--- src/rtl/exc_pkg.sv ---
// Package: shared cause codes, sequencer states and status-word bit positions
// for the exception entry sequencer. Assumes a two-bit cause encoding.
package exc_pkg;

    typedef enum logic [1:0] {
        CAUSE_IRQ = 2'd0,
        CAUSE_BRK = 2'd1,
        CAUSE_NMI = 2'd2,
        CAUSE_BUS = 2'd3
    } cause_e;

    typedef enum logic [1:0] {
        ST_IDLE   = 2'd0,
        ST_UPDATE = 2'd1,
        ST_FETCH  = 2'd2,
        ST_DONE   = 2'd3
    } seq_state_e;

    // Status-word bit positions that the sequencer inspects or modifies.
    localparam int unsigned STAT_U_BIT = 8;
    localparam int unsigned STAT_M_BIT = 9;

endpackage

--- src/rtl/exc_vec_sel.sv ---
// Module: exc_vec_sel
// Picks the exception vector from the cause code. The NMI vector is fixed at
// zero. Purely combinational; assumes the vectors are stable with the request.
module exc_vec_sel
    import exc_pkg::*;
#(
    parameter int unsigned VEC_W = 8
) (
    input  logic [1:0]       cause,
    input  logic [VEC_W-1:0] trap_vec,
    input  logic [VEC_W-1:0] fault_vec,
    input  logic [VEC_W-1:0] irq_vec,
    output logic [VEC_W-1:0] vec,
    output logic             is_nmi
);

    // Vector multiplexer keyed on the cause code.
    always_comb begin
        is_nmi = 1'b0;
        unique case (cause_e'(cause))
            CAUSE_BRK: vec = trap_vec;
            CAUSE_NMI: begin
                vec    = '0;
                is_nmi = 1'b1;
            end
            CAUSE_BUS: vec = fault_vec;
            default:   vec = irq_vec;
        endcase
    end

endmodule

--- src/rtl/exc_ctx_update.sv ---
// Module: exc_ctx_update
// Computes every architectural register write of an exception entry from a
// captured context snapshot: return address (with delay-slot rewind),
// exception-status index, stack swap and the status-word mode-stack shift.
// Combinational; write strobes are qualified by the commit input.
module exc_ctx_update
    import exc_pkg::*;
#(
    parameter int unsigned XLEN  = 32,
    parameter int unsigned VEC_W = 8,
    parameter int unsigned DS_W  = 2,
    parameter int unsigned KEEP  = 2,
    parameter int unsigned SHIFT = 10
) (
    input  logic             commit,
    input  logic             is_nmi,
    input  logic [VEC_W-1:0] vec,
    input  logic [XLEN-1:0]  pc,
    input  logic [DS_W-1:0]  dslot,
    input  logic [XLEN-1:0]  sp,
    input  logic [XLEN-1:0]  ksp,
    input  logic [XLEN-1:0]  stat,
    output logic             erp_we,
    output logic [XLEN-1:0]  erp_val,
    output logic             nrp_we,
    output logic [XLEN-1:0]  nrp_val,
    output logic [XLEN-1:0]  exs_val,
    output logic [XLEN-1:0]  stat_val,
    output logic             usp_we,
    output logic [XLEN-1:0]  usp_val,
    output logic             sp_we,
    output logic [XLEN-1:0]  sp_val,
    output logic             dslot_clr
);

    localparam int unsigned LOW_W = XLEN - KEEP - SHIFT;
    localparam int unsigned IDX_W = 8;
    localparam int unsigned IDX_LO = 8;

    logic [XLEN-1:0] stat_pre;
    logic [IDX_W-1:0] idx;
    logic            user_mode;

    // Return-address selection and delay-slot rewind.
    always_comb begin
        erp_we    = commit & ~is_nmi;
        nrp_we    = commit & is_nmi;
        erp_val   = pc - XLEN'(dslot);
        nrp_val   = pc;
        dslot_clr = commit & (dslot != '0);
    end

    // Exception-status register: vector index field only.
    always_comb begin
        idx     = IDX_W'(vec);
        exs_val = '0;
        exs_val[IDX_LO +: IDX_W] = idx;
    end

    // Stack-pointer swap when leaving user mode.
    always_comb begin
        user_mode = stat[STAT_U_BIT];
        usp_we    = commit & user_mode;
        usp_val   = sp;
        sp_we     = commit & user_mode;
        sp_val    = ksp;
    end

    // Status word: optional NMI mask clear, then the mode-stack shift.
    always_comb begin
        stat_pre = stat;
        if (is_nmi) begin
            stat_pre[STAT_M_BIT] = 1'b0;
        end
        stat_val = {stat_pre[XLEN-1 -: KEEP], stat_pre[LOW_W-1:0], {SHIFT{1'b0}}};
    end

endmodule

--- src/rtl/exc_seq_fsm.sv ---
// Module: exc_seq_fsm
// Control for the entry sequence: IDLE -> UPDATE -> FETCH -> DONE. Tracks the
// pending cause, runs the fetch handshake (request first, then response) and
// flags a bus fault that arrives while a bus fault is pending.
// Assumes the memory returns exactly one response per accepted request.
module exc_seq_fsm
    import exc_pkg::*;
(
    input  logic       clk,
    input  logic       rst_n,
    input  logic       req_valid,
    input  logic [1:0] req_cause,
    input  logic       mem_req_ready,
    input  logic       mem_rsp_valid,
    output logic       cap_en,
    output logic       upd_strobe,
    output logic       mem_req_valid,
    output logic       pc_we,
    output logic       done,
    output logic       busy,
    output logic       dbl_fault
);

    seq_state_e state_q;
    cause_e     pend_cause_q;
    logic       pend_valid_q;
    logic       req_pend_q;
    logic       dbl_fault_q;
    logic       recursive;

    // Decoded state outputs.
    always_comb begin
        busy          = (state_q != ST_IDLE);
        cap_en        = (state_q == ST_IDLE) && req_valid;
        upd_strobe    = (state_q == ST_UPDATE);
        mem_req_valid = (state_q == ST_FETCH) && req_pend_q;
        pc_we         = (state_q == ST_FETCH) && !req_pend_q && mem_rsp_valid;
        done          = (state_q == ST_DONE);
        dbl_fault     = dbl_fault_q;
        recursive     = pend_valid_q && (pend_cause_q == CAUSE_BUS) &&
                        req_valid && (cause_e'(req_cause) == CAUSE_BUS);
    end

    // State register, pending cause and fetch handshake tracking.
    always_ff @(posedge clk) begin
        if (!rst_n) begin
            state_q      <= ST_IDLE;
            pend_cause_q <= CAUSE_IRQ;
            pend_valid_q <= 1'b0;
            req_pend_q   <= 1'b0;
            dbl_fault_q  <= 1'b0;
        end else begin
            dbl_fault_q <= recursive;
            unique case (state_q)
                ST_IDLE: begin
                    if (req_valid) begin
                        state_q      <= ST_UPDATE;
                        pend_valid_q <= 1'b1;
                        pend_cause_q <= cause_e'(req_cause);
                    end
                end
                ST_UPDATE: begin
                    state_q    <= ST_FETCH;
                    req_pend_q <= 1'b1;
                end
                ST_FETCH: begin
                    if (req_pend_q) begin
                        if (mem_req_ready) begin
                            req_pend_q <= 1'b0;
                        end
                    end else if (mem_rsp_valid) begin
                        state_q <= ST_DONE;
                    end
                end
                default: begin
                    state_q      <= ST_IDLE;
                    pend_valid_q <= 1'b0;
                end
            endcase
        end
    end

endmodule

--- src/rtl/exc_entry_seq.sv ---
// Module: exc_entry_seq (top)
// Exception entry sequencer. Captures the core context on request acceptance,
// commits all register updates in one cycle, fetches the handler address from
// base + vector*4 and writes it to the PC. Requests while busy start nothing.
// Assumes the core applies the write strobes in the cycle they are high.
module exc_entry_seq
    import exc_pkg::*;
#(
    parameter int unsigned XLEN       = 32,
    parameter int unsigned VEC_W      = 8,
    parameter int unsigned DS_W       = 2,
    parameter int unsigned STAT_KEEP  = 2,
    parameter int unsigned STAT_SHIFT = 10
) (
    input  logic             clk,
    input  logic             rst_n,
    input  logic             req_valid,
    input  logic [1:0]       req_cause,
    input  logic [VEC_W-1:0] trap_vec,
    input  logic [VEC_W-1:0] fault_vec,
    input  logic [VEC_W-1:0] irq_vec,
    input  logic [XLEN-1:0]  cur_pc,
    input  logic [DS_W-1:0]  cur_dslot,
    input  logic [XLEN-1:0]  cur_sp,
    input  logic [XLEN-1:0]  kern_sp,
    input  logic [XLEN-1:0]  cur_stat,
    input  logic [XLEN-1:0]  exc_base,
    output logic             busy,
    output logic             done,
    output logic             dbl_fault,
    output logic             upd_we,
    output logic             erp_we,
    output logic [XLEN-1:0]  erp_val,
    output logic             nrp_we,
    output logic [XLEN-1:0]  nrp_val,
    output logic [XLEN-1:0]  exs_val,
    output logic [XLEN-1:0]  stat_val,
    output logic             usp_we,
    output logic [XLEN-1:0]  usp_val,
    output logic             sp_we,
    output logic [XLEN-1:0]  sp_val,
    output logic             dslot_clr,
    output logic             pc_we,
    output logic [XLEN-1:0]  pc_val,
    output logic             mem_req_valid,
    input  logic             mem_req_ready,
    output logic [XLEN-1:0]  mem_req_addr,
    input  logic             mem_rsp_valid,
    input  logic [XLEN-1:0]  mem_rsp_data
);

    localparam int unsigned WORD_SHIFT = 2;

    logic             cap_en;
    logic [VEC_W-1:0] vec_sel;
    logic             nmi_sel;

    logic [VEC_W-1:0] vec_q;
    logic             nmi_q;
    logic [XLEN-1:0]  pc_q;
    logic [DS_W-1:0]  dslot_q;
    logic [XLEN-1:0]  sp_q;
    logic [XLEN-1:0]  ksp_q;
    logic [XLEN-1:0]  stat_q;
    logic [XLEN-1:0]  base_q;

    exc_vec_sel #(
        .VEC_W (VEC_W)
    ) vec_sel_i (
        .cause     (req_cause),
        .trap_vec  (trap_vec),
        .fault_vec (fault_vec),
        .irq_vec   (irq_vec),
        .vec       (vec_sel),
        .is_nmi    (nmi_sel)
    );

    exc_seq_fsm fsm_i (
        .clk           (clk),
        .rst_n         (rst_n),
        .req_valid     (req_valid),
        .req_cause     (req_cause),
        .mem_req_ready (mem_req_ready),
        .mem_rsp_valid (mem_rsp_valid),
        .cap_en        (cap_en),
        .upd_strobe    (upd_we),
        .mem_req_valid (mem_req_valid),
        .pc_we         (pc_we),
        .done          (done),
        .busy          (busy),
        .dbl_fault     (dbl_fault)
    );

    // Context snapshot taken in the acceptance cycle.
    always_ff @(posedge clk) begin
        if (!rst_n) begin
            vec_q   <= '0;
            nmi_q   <= 1'b0;
            pc_q    <= '0;
            dslot_q <= '0;
            sp_q    <= '0;
            ksp_q   <= '0;
            stat_q  <= '0;
            base_q  <= '0;
        end else if (cap_en) begin
            vec_q   <= vec_sel;
            nmi_q   <= nmi_sel;
            pc_q    <= cur_pc;
            dslot_q <= cur_dslot;
            sp_q    <= cur_sp;
            ksp_q   <= kern_sp;
            stat_q  <= cur_stat;
            base_q  <= exc_base;
        end
    end

    exc_ctx_update #(
        .XLEN  (XLEN),
        .VEC_W (VEC_W),
        .DS_W  (DS_W),
        .KEEP  (STAT_KEEP),
        .SHIFT (STAT_SHIFT)
    ) ctx_i (
        .commit    (upd_we),
        .is_nmi    (nmi_q),
        .vec       (vec_q),
        .pc        (pc_q),
        .dslot     (dslot_q),
        .sp        (sp_q),
        .ksp       (ksp_q),
        .stat      (stat_q),
        .erp_we    (erp_we),
        .erp_val   (erp_val),
        .nrp_we    (nrp_we),
        .nrp_val   (nrp_val),
        .exs_val   (exs_val),
        .stat_val  (stat_val),
        .usp_we    (usp_we),
        .usp_val   (usp_val),
        .sp_we     (sp_we),
        .sp_val    (sp_val),
        .dslot_clr (dslot_clr)
    );

    // Handler fetch address and new PC.
    always_comb begin
        mem_req_addr = base_q + (XLEN'(vec_q) << WORD_SHIFT);
        pc_val       = mem_rsp_data;
    end

endmodule

--- config.mk ---
export PLATFORM = sky130hd
export DESIGN_NAME = exc_entry_seq
export DESIGN_NICKNAME = d
export VERILOG_FILES = /design/src/rtl/exc_pkg.sv /design/src/rtl/exc_vec_sel.sv /design/src/rtl/exc_ctx_update.sv /design/src/rtl/exc_seq_fsm.sv /design/src/rtl/exc_entry_seq.sv
export SDC_FILE = /design/constraint.sdc
export NUM_CORES = 1
export LEC_CHECK = 0
export BUFFER_PORTS_ARGS = -buffer_cell sky130_fd_sc_hd__buf_2
export CAP_MARGIN = 10
export CORE_AREA = 10 10 181 183
export DETAILED_ROUTE_END_ITERATION = 10
export DIE_AREA = 0 0 191 193
export GPL_ROUTABILITY_DRIVEN = 0
export PLACE_DENSITY = 0.69
export SYNTH_ARGS = -nofsm -noshare
export SYNTH_HDL_FRONTEND = slang
export SYNTH_SLANG_ARGS = --single-unit
--- constraint.sdc ---
create_clock -name clk -period 1.8 [get_ports clk]
set_input_delay 0.09 -clock clk [delete_from_list [all_inputs] [get_ports clk]]
set_output_delay 0.09 -clock clk [all_outputs]
set_load 0.05 [all_outputs]
==> results by group <==
Floorplan
  – Num ports: 492
  – Die width: 191 um
  – Std-Cell Rows: 63
  – Starting Density: 29.1%
  – DIE AREA: 36900 um2
  – Core Region: 29200 um2
  – Chip Height: 193 um

Final layout
  – Share of layout cells above drive strength 1: 44.3%
  – Final #Nets: 1882
  – Fin area: 15800 um2
  – Final non-filler cell total: 2047
  – Util after Layout: 53.9%
  – Syn-to-layout area delta: 85.3%

STA
  – Final hold violations: 0
  – Setup Skew: 7.14 ps
  – Max Clk Rate: 373 MHz
  – RSZ-0062 raised after global routing: true
  – Final slew viol count: 0
  – Worst setup margin: -881 ps
  – Post-route clock period utilization: 149%
  – Setup-violating endpoint count in the final report: 59
  – Post-route minimum period: 2680 ps

Run status
  – Status: finished with violations
  – Failing checks: setup timing

Synth
  – Post-synthesis sequential area ratio: 39.5%
  – Async S/R FF share, synth: 0%
  – Synthesized flop and latch total: 168
  – Ys flop type: dfxtp_1
  – Mean Syn Cell Area: 8.08 um2
  – Synth warnings: 0
  – Post-synthesis cell area: 8510 um2
  – Mapped Cells: 1053
  – Yosys cell types: 49
  – Post-synth EDFFs: 0

Global routing
  – Met2 usage: 33.8%
  – GR peak layer: met2
  – Gr ovfl total: 0
  – GR Layer Usage met3: 6.10%
  – First-pass GRT wire length: 54300 um
  – Vias in the first global route: 9979
  – Grt met1 use: 19.2%
  – GRT Overall Usage: 18.6%
  – Initial antenna violation count: 2
  – Pin count of the biggest net entering global routing: 69

Clock network
  – Clock latency on the worst-skew pair: 420 ps
  – Worst-path clk slew: 70 ps
  – CTS tree: done
  – Root buf cell: clkbuf_16
  – Total CTS buffers: 17
  – Bufs on Longest Clock Path: 2
  – H-tree level count: 4
  – Clk sinks: 168

Placement
  – DP Cell Count: 1836
  – Post-DP HPWL: 25000 um
  – Area after DPL: 12700 um2
  – I/O Buffers: 383
  – Dpl ws: -584 ps

Setup path
  – CP required: 1710 ps
  – Crit path DAT: 2590 ps
  – Crit path launch type: flop
  – Crit. End Element: output port
  – Critical path class: flop to output port
  – Highest net fanout along the worst path: 4
  – FF-to-FF path depth: 7

Routing
  – Via count: 9253
  – Initial DRC count: 395
  – Final ANT Viol Nets: 0
  – Final WL: 36000 um
  – Avg WL per Cell: 17.6 um
  – Residual DRC count: 0
  – Drt via density: 4.52
  – Router iterations before antenna repair: 6

Hold path
  – Hold Path Class: input pin to flop
  – Hold path depth: 4

Power
  – Power per cell area: 1380 nW/um2
  – P_leak: 0.00727 uW
  – Worst vdd ir: 0.558 mV

Flow run
  – Max_cap viols: 0
==> cells in the final DEF (no fill, tap or decap), drive strengths merged, types with 2 or more instances in the layout <==
cell type / netlist / layout
dfxtp: 168 / 168
diode: 0 / 3
nand4: 6 / 6
nor3: 15 / 15
nand2: 338 / 338
xor2: 34 / 34
nor2: 21 / 21
and2: 7 / 7
dlygate4sd3: 0 / 153
ha: 14 / 14
clkinvlp: 0 / 2
xnor2: 22 / 22
clkinv: 0 / 4
or3: 3 / 3
a21boi: 155 / 155
inv: 18 / 24
a21o: 3 / 3
or2: 2 / 2
o21a: 4 / 4
nand2b: 5 / 5
nor4: 8 / 8
nand3b: 3 / 3
o211ai: 10 / 10
mux2i: 8 / 8
conb: 1 / 34
o211a: 10 / 10
and3: 5 / 5
clkbuf: 58 / 20
nand3: 10 / 10
o21ai: 6 / 6
a21oi: 9 / 9
fa: 2 / 2
nor2b: 6 / 6
buf: 91 / 531
==> metal layers <==
metal  vias to the layer above  wire length [um]
li1                       4493                 -
met1                      4348             13300
met2                       340             18700
met3                        72              2820
met4                         0              1160
met5                         -                 0
==> kinds of logic after synthesis <==
logic type	Yosys count	synth area share, %
other	1	0.0441
DFF	168	39.5
AOI/OAI and AO/OA	202	17.7
buffers and inverters	167	11.3
and+or+nand+nor	435	22.2
muxes	8	0.941
xor gates and xnor gates	56	5.76
adders and majority gates	16	2.53
==> flip-flops by register name (all words and copies together), names as in the netlist, 8 cells and up <==
register and flops:
stat_q 22, ksp_q 32, vec_q 8, base_q 32
pc_q 32, sp_q 32
==> cell usage after synthesis (all sizes together) (10+ instances only) <==
cell | n | share of area, %
o211a | 10 | 1.2
xor2 | 34 | 3.5
nor3 | 15 | 1.1
nand3 | 10 | 0.65
clkbuf | 58 | 2.6
a21boi | 155 | 14
ha | 14 | 2.1
inv | 18 | 0.79
o211ai | 10 | 0.88
nand2 | 338 | 15
nor2 | 21 | 0.93
buf | 91 | 8.0
dfxtp | 168 | 40
xnor2 | 22 | 2.3
==> report_power, final <==
group | leakage [uW] | switching (uW) | internal [uW] | total (uW)
Clock | 0.000277 | 1660 | 1980 | 3640
Combinational | 0.00560 | 8400 | 4700 | 13100
Sequential | 0.00139 | 493 | 4510 | 5000
==> final timing paths <==
kind / slack (ps) / to / from
setup reg to reg: 50 / sp_q[31] / fsm_i.state_q[1]
hold reg to reg: 440 / fsm_i.dbl_fault / fsm_i.pend_cause_q[1]
setup / recovery: -880 / erp_val[22] / pc_q[0]
hold / removal: 30 / vec_q[3] / fault_vec[3]
==> final cells by class <==
| cell class | count | area, um2 |
|---|---|---|
| Antenna cell | 3 | 7.51 |
| Clock inverter | 13 | 131 |
| Multi-Input combinational cell | 751 | 5960 |
| Timing Repair Buffer | 685 | 5260 |
| Inverter | 18 | 67.6 |
| Fill cell | 2423 | 13500 |
| Tap cell | 390 | 488 |
| Clock buffer | 19 | 443 |
| Sequential cell | 168 | 3420 |
==> stage by stage <==
stage | total power [uW] | hold WS [ps] | setup TNS, ps
floorplan | 13300 | 224 | -17820
global placement | 16400 | 180 | -18910
detailed placement | 16500 | 180 | -20200
CTS | 21500 | 15.0 | -37170
global route | 22800 | 27.6 | -43200
finish | 21700 | 31.6 | -37760
==> worst max-delay path, cell delays in order, from the launching register on <==
cell	delay [ps]
dfxtp_4	350
inv_2	60
ha_4	130
fa_2	210
or3b_4	410
nor2_4	200
buf_4	150
nand2_4	70
nor4_4	240
xor2_4	180
buf_6	170
==> what timing repair did <==
| action | in CTS | in global routing |
|---|---|---|
| pin swaps | 39 | 23 |
| gates resized for setup | 183 | 30 |
| hold buffers | 153 | 0 |
| setup buffers | 13 | 16 |
| hold endpoints to repair | 153 | 0 |
| setup endpoints to repair | 65 | 73 |
Note: power is estimated with default switching activity, not from simulation.
